**src/rtl/usb_conn_pkg.sv**
```systemverilog
package usb_conn_pkg;
  typedef enum logic [1:0] {
    LINE_SE0   = 2'b00,
    LINE_DIFF0 = 2'b01,
    LINE_DIFF1 = 2'b10,
    LINE_SE1   = 2'b11
  } line_e;

  typedef enum logic [1:0] {
    LINK_OFF = 2'b00,
    LINK_LS  = 2'b01,
    LINK_FS  = 2'b10
  } link_e;

  typedef enum logic [2:0] {
    ST_OFF     = 3'd0,
    ST_FS_QUAL = 3'd1,
    ST_LS_QUAL = 3'd2,
    ST_LS_UP   = 3'd3,
    ST_FS_UP   = 3'd4,
    ST_LS_DROP = 3'd5,
    ST_FS_DROP = 3'd6
  } st_e;
endpackage

```
**src/rtl/usb_conn_timer.sv**
```systemverilog
module usb_conn_timer #(
  parameter int unsigned CONN_CYC = 120,
  parameter int unsigned DISC_CYC = 120
) (
  input  logic clk_i,
  input  logic rst_ni,
  input  logic clr_i,
  output logic conn_hit_o,
  output logic disc_hit_o
);
  localparam int unsigned MAX_CYC = (CONN_CYC > DISC_CYC) ? CONN_CYC : DISC_CYC;
  localparam int unsigned CNT_W   = $clog2(MAX_CYC + 1);
  localparam logic [CNT_W-1:0] CNT_TOP   = CNT_W'(MAX_CYC);
  localparam logic [CNT_W-1:0] CONN_LAST = CNT_W'(CONN_CYC - 1);
  localparam logic [CNT_W-1:0] DISC_LAST = CNT_W'(DISC_CYC - 1);

  logic [CNT_W-1:0] cnt_q;

  // saturating so idle states never wrap into a false hit
  always_ff @(posedge clk_i or negedge rst_ni) begin
    if (!rst_ni)              cnt_q <= '0;
    else if (clr_i)           cnt_q <= '0;
    else if (cnt_q != CNT_TOP) cnt_q <= cnt_q + 1'b1;
  end

  assign conn_hit_o = (cnt_q == CONN_LAST);
  assign disc_hit_o = (cnt_q == DISC_LAST);

  a_r5_clear_restarts: assert property (@(posedge clk_i) disable iff (!rst_ni)
    clr_i |=> cnt_q == '0);
  a_r7_count_step: assert property (@(posedge clk_i) disable iff (!rst_ni)
    (!clr_i && cnt_q != CNT_TOP) |=> cnt_q == $past(cnt_q) + 1'b1);
endmodule

```
**src/rtl/usb_conn_fsm.sv**
```systemverilog
module usb_conn_fsm
  import usb_conn_pkg::*;
(
  input  logic       clk_i,
  input  logic       rst_ni,
  input  logic [1:0] line_i,
  input  logic       conn_hit_i,
  input  logic       disc_hit_i,
  output logic       clr_o,
  output logic [1:0] conn_o
);
  st_e   st_q, st_d;
  line_e line;
  link_e link;

  assign line = line_e'(line_i);

  always_comb begin
    st_d = st_q;
    unique case (st_q)
      ST_OFF: begin
        if (line == LINE_DIFF1)      st_d = ST_FS_QUAL;
        else if (line == LINE_DIFF0) st_d = ST_LS_QUAL;
      end
      ST_FS_QUAL: begin
        if (line != LINE_DIFF1) st_d = ST_OFF;
        else if (conn_hit_i)    st_d = ST_FS_UP;
      end
      ST_LS_QUAL: begin
        if (line != LINE_DIFF0) st_d = ST_OFF;
        else if (conn_hit_i)    st_d = ST_LS_UP;
      end
      ST_FS_UP: if (line == LINE_SE0) st_d = ST_FS_DROP;
      ST_LS_UP: if (line == LINE_SE0) st_d = ST_LS_DROP;
      ST_FS_DROP: begin
        if (line != LINE_SE0) st_d = ST_FS_UP;
        else if (disc_hit_i)  st_d = ST_OFF;
      end
      ST_LS_DROP: begin
        if (line != LINE_SE0) st_d = ST_LS_UP;
        else if (disc_hit_i)  st_d = ST_OFF;
      end
      default: st_d = ST_OFF;
    endcase
  end

  always_ff @(posedge clk_i or negedge rst_ni) begin
    if (!rst_ni) st_q <= ST_OFF;
    else         st_q <= st_d;
  end

  assign clr_o = (st_d != st_q);

  always_comb begin
    unique case (st_q)
      ST_LS_UP, ST_LS_DROP: link = LINK_LS;
      ST_FS_UP, ST_FS_DROP: link = LINK_FS;
      default:              link = LINK_OFF;
    endcase
  end
  assign conn_o = link;

  a_r3_fs_attach_qualified: assert property (@(posedge clk_i) disable iff (!rst_ni)
    (st_q == ST_FS_QUAL && line == LINE_DIFF1 && !conn_hit_i) |=> st_q == ST_FS_QUAL);
  a_r4_ls_attach_qualified: assert property (@(posedge clk_i) disable iff (!rst_ni)
    (st_q == ST_LS_QUAL && line == LINE_DIFF0 && !conn_hit_i) |=> st_q == ST_LS_QUAL);
  a_r5_abort_to_off: assert property (@(posedge clk_i) disable iff (!rst_ni)
    ((st_q == ST_FS_QUAL && line != LINE_DIFF1) || (st_q == ST_LS_QUAL && line != LINE_DIFF0))
    |=> st_q == ST_OFF);
  a_r6_detach_needs_se0: assert property (@(posedge clk_i) disable iff (!rst_ni)
    (st_q inside {ST_FS_DROP, ST_LS_DROP} && line == LINE_SE0 && disc_hit_i) |=> conn_o == 2'b00);
  a_r8_up_holds: assert property (@(posedge clk_i) disable iff (!rst_ni)
    (st_q inside {ST_FS_UP, ST_LS_UP} && line != LINE_SE0) |=> $stable(conn_o));
  a_r10_off_holds: assert property (@(posedge clk_i) disable iff (!rst_ni)
    (st_q == ST_OFF && line inside {LINE_SE0, LINE_SE1}) |=> conn_o == 2'b00);
endmodule

```
**src/rtl/usb_conn_detect.sv**
```systemverilog
module usb_conn_detect #(
  parameter int unsigned CONN_CYC = 120,
  parameter int unsigned DISC_CYC = 120
) (
  input  logic       clk_i,
  input  logic       rst_ni,
  input  logic [1:0] line_i,
  output logic [1:0] conn_o
);
  logic clr, conn_hit, disc_hit;

  usb_conn_timer #(
    .CONN_CYC(CONN_CYC),
    .DISC_CYC(DISC_CYC)
  ) u_timer (
    .clk_i     (clk_i),
    .rst_ni    (rst_ni),
    .clr_i     (clr),
    .conn_hit_o(conn_hit),
    .disc_hit_o(disc_hit)
  );

  usb_conn_fsm u_fsm (
    .clk_i     (clk_i),
    .rst_ni    (rst_ni),
    .line_i    (line_i),
    .conn_hit_i(conn_hit),
    .disc_hit_i(disc_hit),
    .clr_o     (clr),
    .conn_o    (conn_o)
  );

  a_r2_code_legal: assert property (@(posedge clk_i) disable iff (!rst_ni)
    conn_o != 2'b11);
  a_r9_speed_kept_in_drop: assert property (@(posedge clk_i) disable iff (!rst_ni)
    (conn_o != 2'b00 && line_i == 2'b00) |=> (conn_o == $past(conn_o) || conn_o == 2'b00));
endmodule

```
**config.mk**
```make
export PLATFORM = sky130hd
export DESIGN_NAME = usb_conn_detect
export DESIGN_NICKNAME = d
export VERILOG_FILES = /design/src/rtl/usb_conn_pkg.sv /design/src/rtl/usb_conn_timer.sv /design/src/rtl/usb_conn_fsm.sv /design/src/rtl/usb_conn_detect.sv
export SDC_FILE = /design/constraint.sdc
export NUM_CORES = 1
export LEC_CHECK = 0
export BUFFER_PORTS_ARGS = -buffer_cell sky130_fd_sc_hd__buf_2
export CAP_MARGIN = 20
export CORE_MARGIN = 1.5
export CORE_UTILIZATION = 35
export DETAILED_ROUTE_END_ITERATION = 10
export SLEW_MARGIN = 0
export SYNTH_ARGS = -nofsm -noshare
export SYNTH_HDL_FRONTEND = slang
export SYNTH_SLANG_ARGS = --single-unit
```
**constraint.sdc**
```tcl
create_clock -name clk_i -period 2.3 [get_ports clk_i]
set_clock_uncertainty 0.15 [all_clocks]
set_input_delay 0.23 -clock clk_i [delete_from_list [all_inputs] [get_ports clk_i]]
set_output_delay 0.23 -clock clk_i [all_outputs]
set_load 0.05 [all_outputs]
```
After elaboration in Yosys (flattened, before gate mapping)
Cells that the tools add are included.
{"block": "totals", "out_inout_bits": 2, "reg_bits": 10, "inputBits": 4}
{"block": "classes", "n_reduce_logical": 6, "addsub": 1, "n_eq_ne": 13, "muxes": 15}
{"op": "two-way mux 3 bit", "n": 11}
{"op": "case mux 3 bit (7 select lines)", "n": 1}
{"op": "two-way mux 7 bit", "n": 2}
{"op": "== test 3 bit (second input constant)", "n": 3}
{"op": "adder 7 x 1 -> 7 bit (second input constant)", "n": 1}
{"op": "== test 7 bit (second input constant)", "n": 1}
{"op": "!= test 7 bit (second input constant)", "n": 1}
{"op": "== test 3 x 2 -> 1 bit (second input constant)", "n": 2}
{"op": "case mux 2 bit (2 select lines)", "n": 1}
{"op": "nonzero test 2 bit", "n": 2}
{"op": "OR reduction 2 bit", "n": 2}
{"op": "== test 3 x 1 -> 1 bit (second input constant)", "n": 1}
{"op": "zero test 3 bit", "n": 1}
{"op": "!= test 3 bit", "n": 1}
{"op": "== test 2 x 1 -> 1 bit (second input constant)", "n": 1}
{"op": "== test 2 bit (second input constant)", "n": 1}
{"op": "zero test 2 bit", "n": 1}
{"op": "!= test 2 x 1 -> 1 bit (second input constant)", "n": 1}
{"op": "!= test 2 bit (second input constant)", "n": 1}

Longest topological paths before layout
{"block": "depth", "ltp_word": 6, "mapped_depth": 6}

Modules after synthesis
From an unflattened synthesis, not the netlist that was laid out.
{"block": "hier_totals", "hier_cells": 91, "hier_area_um2": 750.7}
{"mod": "usb_conn_timer", "seq_area_each_um2": 175.2, "area_each_um2": 391.6, "n_inst": 1, "cells_per_inst": 43}
{"mod": "usb_conn_fsm", "seq_area_each_um2": 75.1, "area_each_um2": 359.1, "n_inst": 1, "cells_per_inst": 48}

Worst setup path after synthesis
Ideal clock, no wire load.
{"block": "synth_timing", "path_kind": "reg-to-reg", "from": "register u_timer.cnt_q[0]", "to": "register u_fsm.st_q[0]", "arrival_time_ns": 1.552, "synth_period_minus_slack_ns": 1.828, "setup_slack_ns": 0.472, "required_time_ns": 2.024, "setup_time_ns": 0.126, "path_stages_with_launch": 7, "cell_sequence": "dfrtp_1 -> ha_1 -> and2_1 -> buf_2 -> and2_4 -> a31o_1 -> a311o_1"}
{"block": "synth_between", "elab_chain_cells": 4, "word_cells_on_any_way": 9, "classes_between": "eq/ne: 1; mux: 8"}
{"item": "start, declared", "line_no": "usb_conn_timer.sv:17", "text": "logic [CNT_W-1:0] cnt_q;"}
{"item": "start signal, assigned", "line_no": "usb_conn_timer.sv:23", "text": "else if (cnt_q != CNT_TOP) cnt_q <= cnt_q + 1'b1;"}
{"item": "== test 7 bit *", "line_no": "usb_conn_timer.sv:26, usb_conn_timer.sv:27"}
{"item": "two-way mux 3 bit, on equally long branches (2 in a row)"}
{"item": "case mux 3 bit (7 select lines) *", "line_no": "usb_conn_fsm.sv:20", "text": "unique case (st_q)"}
{"item": "via u_fsm.st_d[0]", "line_no": "usb_conn_fsm.sv:12", "text": "st_e st_q, st_d;"}
{"item": "end signal, assigned", "line_no": "usb_conn_fsm.sv:49", "text": "else st_q <= st_d;"}
{"item": "end, declared", "line_no": "usb_conn_fsm.sv:12"}
The timed path passes the listed nets; every way through them passes the cells marked *.
A chain may end at the register's enable or synchronous reset.

Worst setup path in the final report
{"block": "layout_timing", "from": "register u_timer.cnt_q[1]", "to": "register u_timer.cnt_q[3]"}
{"block": "layout_between", "elab_chain_cells": 6, "word_cells_on_any_way": 15, "classes_between": "add/sub: 1; eq/ne: 3; mux: 10; reduce/logical: 1"}
{"item": "== test 7 bit", "line_no": "usb_conn_timer.sv:26, usb_conn_timer.sv:27"}
{"item": "two-way mux 3 bit, on equally long branches (2 in a row)"}
{"item": "case mux 3 bit (7 select lines)", "line_no": "usb_conn_fsm.sv:20"}
{"item": "!= test 3 bit", "line_no": "usb_conn_fsm.sv:52", "text": "assign clr_o = (st_d != st_q);"}
{"item": "two-way mux 7 bit or nonzero test 2 bit (tied branches)"}
Several ways; a longest one is shown, not always the timed one. The select of a mux whose other input is x is not followed.

==> impl_metrics.yaml <==
route:
  antenna_left: 0
  drtIter0Drc: 10
  vias: 635
  vias_per_cell: 5.47
  remaining_drc_errors: 0
  routed_wirelength_um: 1540
  dr.pass1.iters: 4
  wl_per_cell_um: 13.3
final_layout:
  fillers: 190
  drive_above_1_share_pct: 16.9
  nets: 96
  fin_area_um2: 855
  diodes: 0
  syn_to_final_growth_pct: 10.3
  final_core_util_pct: 42.3
critical_path:
  path_max_fanout: 7
  required_ns: 2.28
  r2r-start: "u_timer.cnt_q[1]"
  crit_path_max_incr_delay_ns: 0.46
  cp.depth: 5
  crit_type: "flop to flop"
  critical_path.slowest_cell: "a311oi_4"
  path_cells: "ha_1 -> and2_1 -> nand2_1 -> a311oi_4 -> a21oi_1"
  cp.arrival_ns: 1.90
  cpLargestDelayFamily: "compound AO/OA/AOI/OAI gates"
  startpoint: "u_timer.cnt_q[1]"
  rrSetupSlack_ns: 0.38
  critPathCaptureType: "flop"
  crit_path_start_kind: "flop"
  r2r_end: "u_timer.cnt_q[3]"
  crit_buf_inv: 0
  crit_end: "u_timer.cnt_q[3]"
  worstRegToRegCells: 5
placed_design:
  dpl_cell_area_um2: 808
  globalplace.congestion: 0.790
  port_buffers: 5
  place_hpwl_um: 1080
floorplan:
  coreArea_um2: 2020
  start_util_pct: 38.3
  die_h_um: 50.0
  fp-row-count: 16
  die-area_um2: 2500
  ios: 6
  die_w_um: 50.0
yosys:
  ys_ff_latch: 10
  synth_top_family_by_area: "compound AO/OA/AOI/OAI gates"
  synth_top_area_share_pct: 32.3
  synth_area_leaders: "dfrtp_1 (32%), a21oi_1 (6.5%), xor2_1 (4.5%)"
  syn_inst: 84
  synth-edff-count: 0
  ys_types: 38
  synth_warnings: 0
  ys_seq_area_share_pct: 32.3
  async_flop_share_pct: 100
  synth-main-ff-cell: "dfrtp_1"
  synth-adder-area-share_pct: 3.23
  synthSimpleGateAreaFrac_pct: 20.5
  synth-xor-area-share_pct: 6.79
  synthesis.nets: 90
  synth_area_um2: 774
  syn_avg_cell_area_um2: 9.22
  synth_area_leader_cell: "dfrtp_1"
  synth_compound_area_share_pct: 29.7
  synth.area.mux_share_pct: 1.29
pwr:
  power_frac_clock_pct: 19.4
  peakVddDrop_uv: 542
  p_comb_share_pct: 45.6
  p_leak_nw: 0.328
  power_density_nw_per_um2: 995
  power_frac_seq_pct: 35.0
  switching_share_pct: 45.1
  p_switching_mw: 0.384
  power.total_mw: 0.851
  p_int_mw: 0.467
sta:
  tightest_slew_ns: 0.528
  finalMaxSlewViolations: 0
  slew_headroom_pct: 64.6
  finalCritPeriodShare_pct: 83.6
  rsz0062_at_grt: "no"
  hold_viol: 0
  setup_tns_ns: 0
  fin_crit_ns: 1.92
  fmax_mhz: 520
  setup_viol: 0
outcome:
  status: "finished, final reports clean"
job:
  drv_cap: 0
clock_tree:
  cts_tree: "built"
  htreeDepth: 1
  clock-sinks: 10
  numCtsBuffers: 3
  clock_path_buffers: 2
  ctsRootBufferMaster: "clkbuf_4"
  clk_latency_ns: 0.26
  cts_resized: 0
  clk_pin_slew_ns: 0.08
global_route:
  gr-total-overflow: 0
  antenna_found_initial: 0
  grt_max_degree: 16
  grt_pass1_vias: 604
  grt_pass1_wl_um: 2700
  track_usage_pct: 13.7
min_path:
  hp-class: "primary input to flop"
cell families (layout without fill, tap and decap cells):
family                     Yosys count  count (layout)
and+or+nand+nor                     25              25
xor gates and xnor gates             6               6
muxes                                1               1
buffers and inverters               11              16
AOI/OAI and AO/OA                   29              29
DFF                                 10              10
adders and majority gates            2               2
synth_stat cells (3+ instances only):
cell type,count
buf_2,5
o21ai_0,4
a21oi_1,10
nand2b_1,3
dfrtp_1,10
nor2_1,4
inv_1,5
xor2_1,4
nand2_1,4
placed cells by master (no fill, tap or decap), drive strengths merged:
cell type    instances
a21oi               10
dfrtp               10
inv                  6
o21ai                6
buf                  5
nor2                 4
nand2                4
xor2                 4
clkbuf               4
nand2b               3
and2                 3
a2111oi              3
nand3b               2
nor3                 2
xnor2                2
ha                   2
and4b                1
o22ai                1
a31o                 1
a31oi                1
a311o                1
a211oi               1
o41ai                1
or3b                 1
nand4bb              1
o211ai               1
nor4bb               1
a41o                 1
a311oi               1
nand3                1
nand4b               1
o21a                 1
nand4                1
mux2i                1
dlygate4sd3          1
how the worst min path moves through the flow:
stage	from	end	slack, ns	cells after the start
4_1_cts	line_i[1]	u_fsm.st_q[2]	0.16	3
3_5_place_dp	rst_ni	u_timer.cnt_q[5]	-0.05	1
3_3_place_gp	rst_ni	u_timer.cnt_q[5]	-0.05	1
5_1_grt	line_i[1]	u_fsm.st_q[2]	0.18	3
2_1_floorplan	rst_ni	u_fsm.st_q[0]	-0.22	0
6_report	line_i[1]	u_fsm.st_q[2]	0.18	3
layer usage:
| layer | wire length, um | global-route usage (%) | share of wire [%] | vias to the layer above |
|---|---|---|---|---|
| met5 | 0 | 0 | 0 | - |
| met4 | 0 | 3.70 | 0 | 0 |
| met3 | 33 | 0.909 | 2.1 | 0 |
| met2 | 718 | 20.8 | 47 | 12 |
| met1 | 787 | 20.8 | 51 | 303 |
| li1 | - | - | - | 320 |
flip-flops by register name (all words and copies together) (netlist names):
name,count
u_fsm.st_q,3
u_timer.cnt_q,7
area by class of cell:
cell class | instances | area, um2 | area share (%)
clock buffers | 4 | 36.3 | 4.25
inverters | 6 | 22.5 | 2.64
multi-input cells | 63 | 477 | 55.8
flip-flops and latches | 10 | 250 | 29.3
well taps | 27 | 33.8 | 3.95
repair buffers | 6 | 35.0 | 4.10
repair_timing:
item / CTS / global route
hold buffers: 1 / 0
setup endpoints to repair: 0 / 0
setup buffers: 0 / 0
hold endpoints to repair: 10 / 0
worst min-delay path: stages:
cell and delay [ns]:
buf_2 0.17, o41ai_1 0.09, o21ai_1 0.07
power groups by stage:
stage / combinational [mW] / sequential [mW] / clock (mW)
CTS: 0.386 / 0.298 / 0.166
floorplan: 0.374 / 0.240 / 0
finish: 0.388 / 0.298 / 0.165
global placement: 0.383 / 0.299 / 0
detailed placement: 0.383 / 0.300 / 0
global route: 0.427 / 0.316 / 0.179
stage by stage:
step	std cells	hold slack (ns)	worst slack, ns
floorplan	84	-0.216	0.472
global placement	111	-0.0471	0.451
detailed placement	111	-0.0458	0.390
CTS	116	0.164	0.389
global route	116	0.180	0.242
finish	116	0.176	0.377
Power figures use the tool's default switching activity.
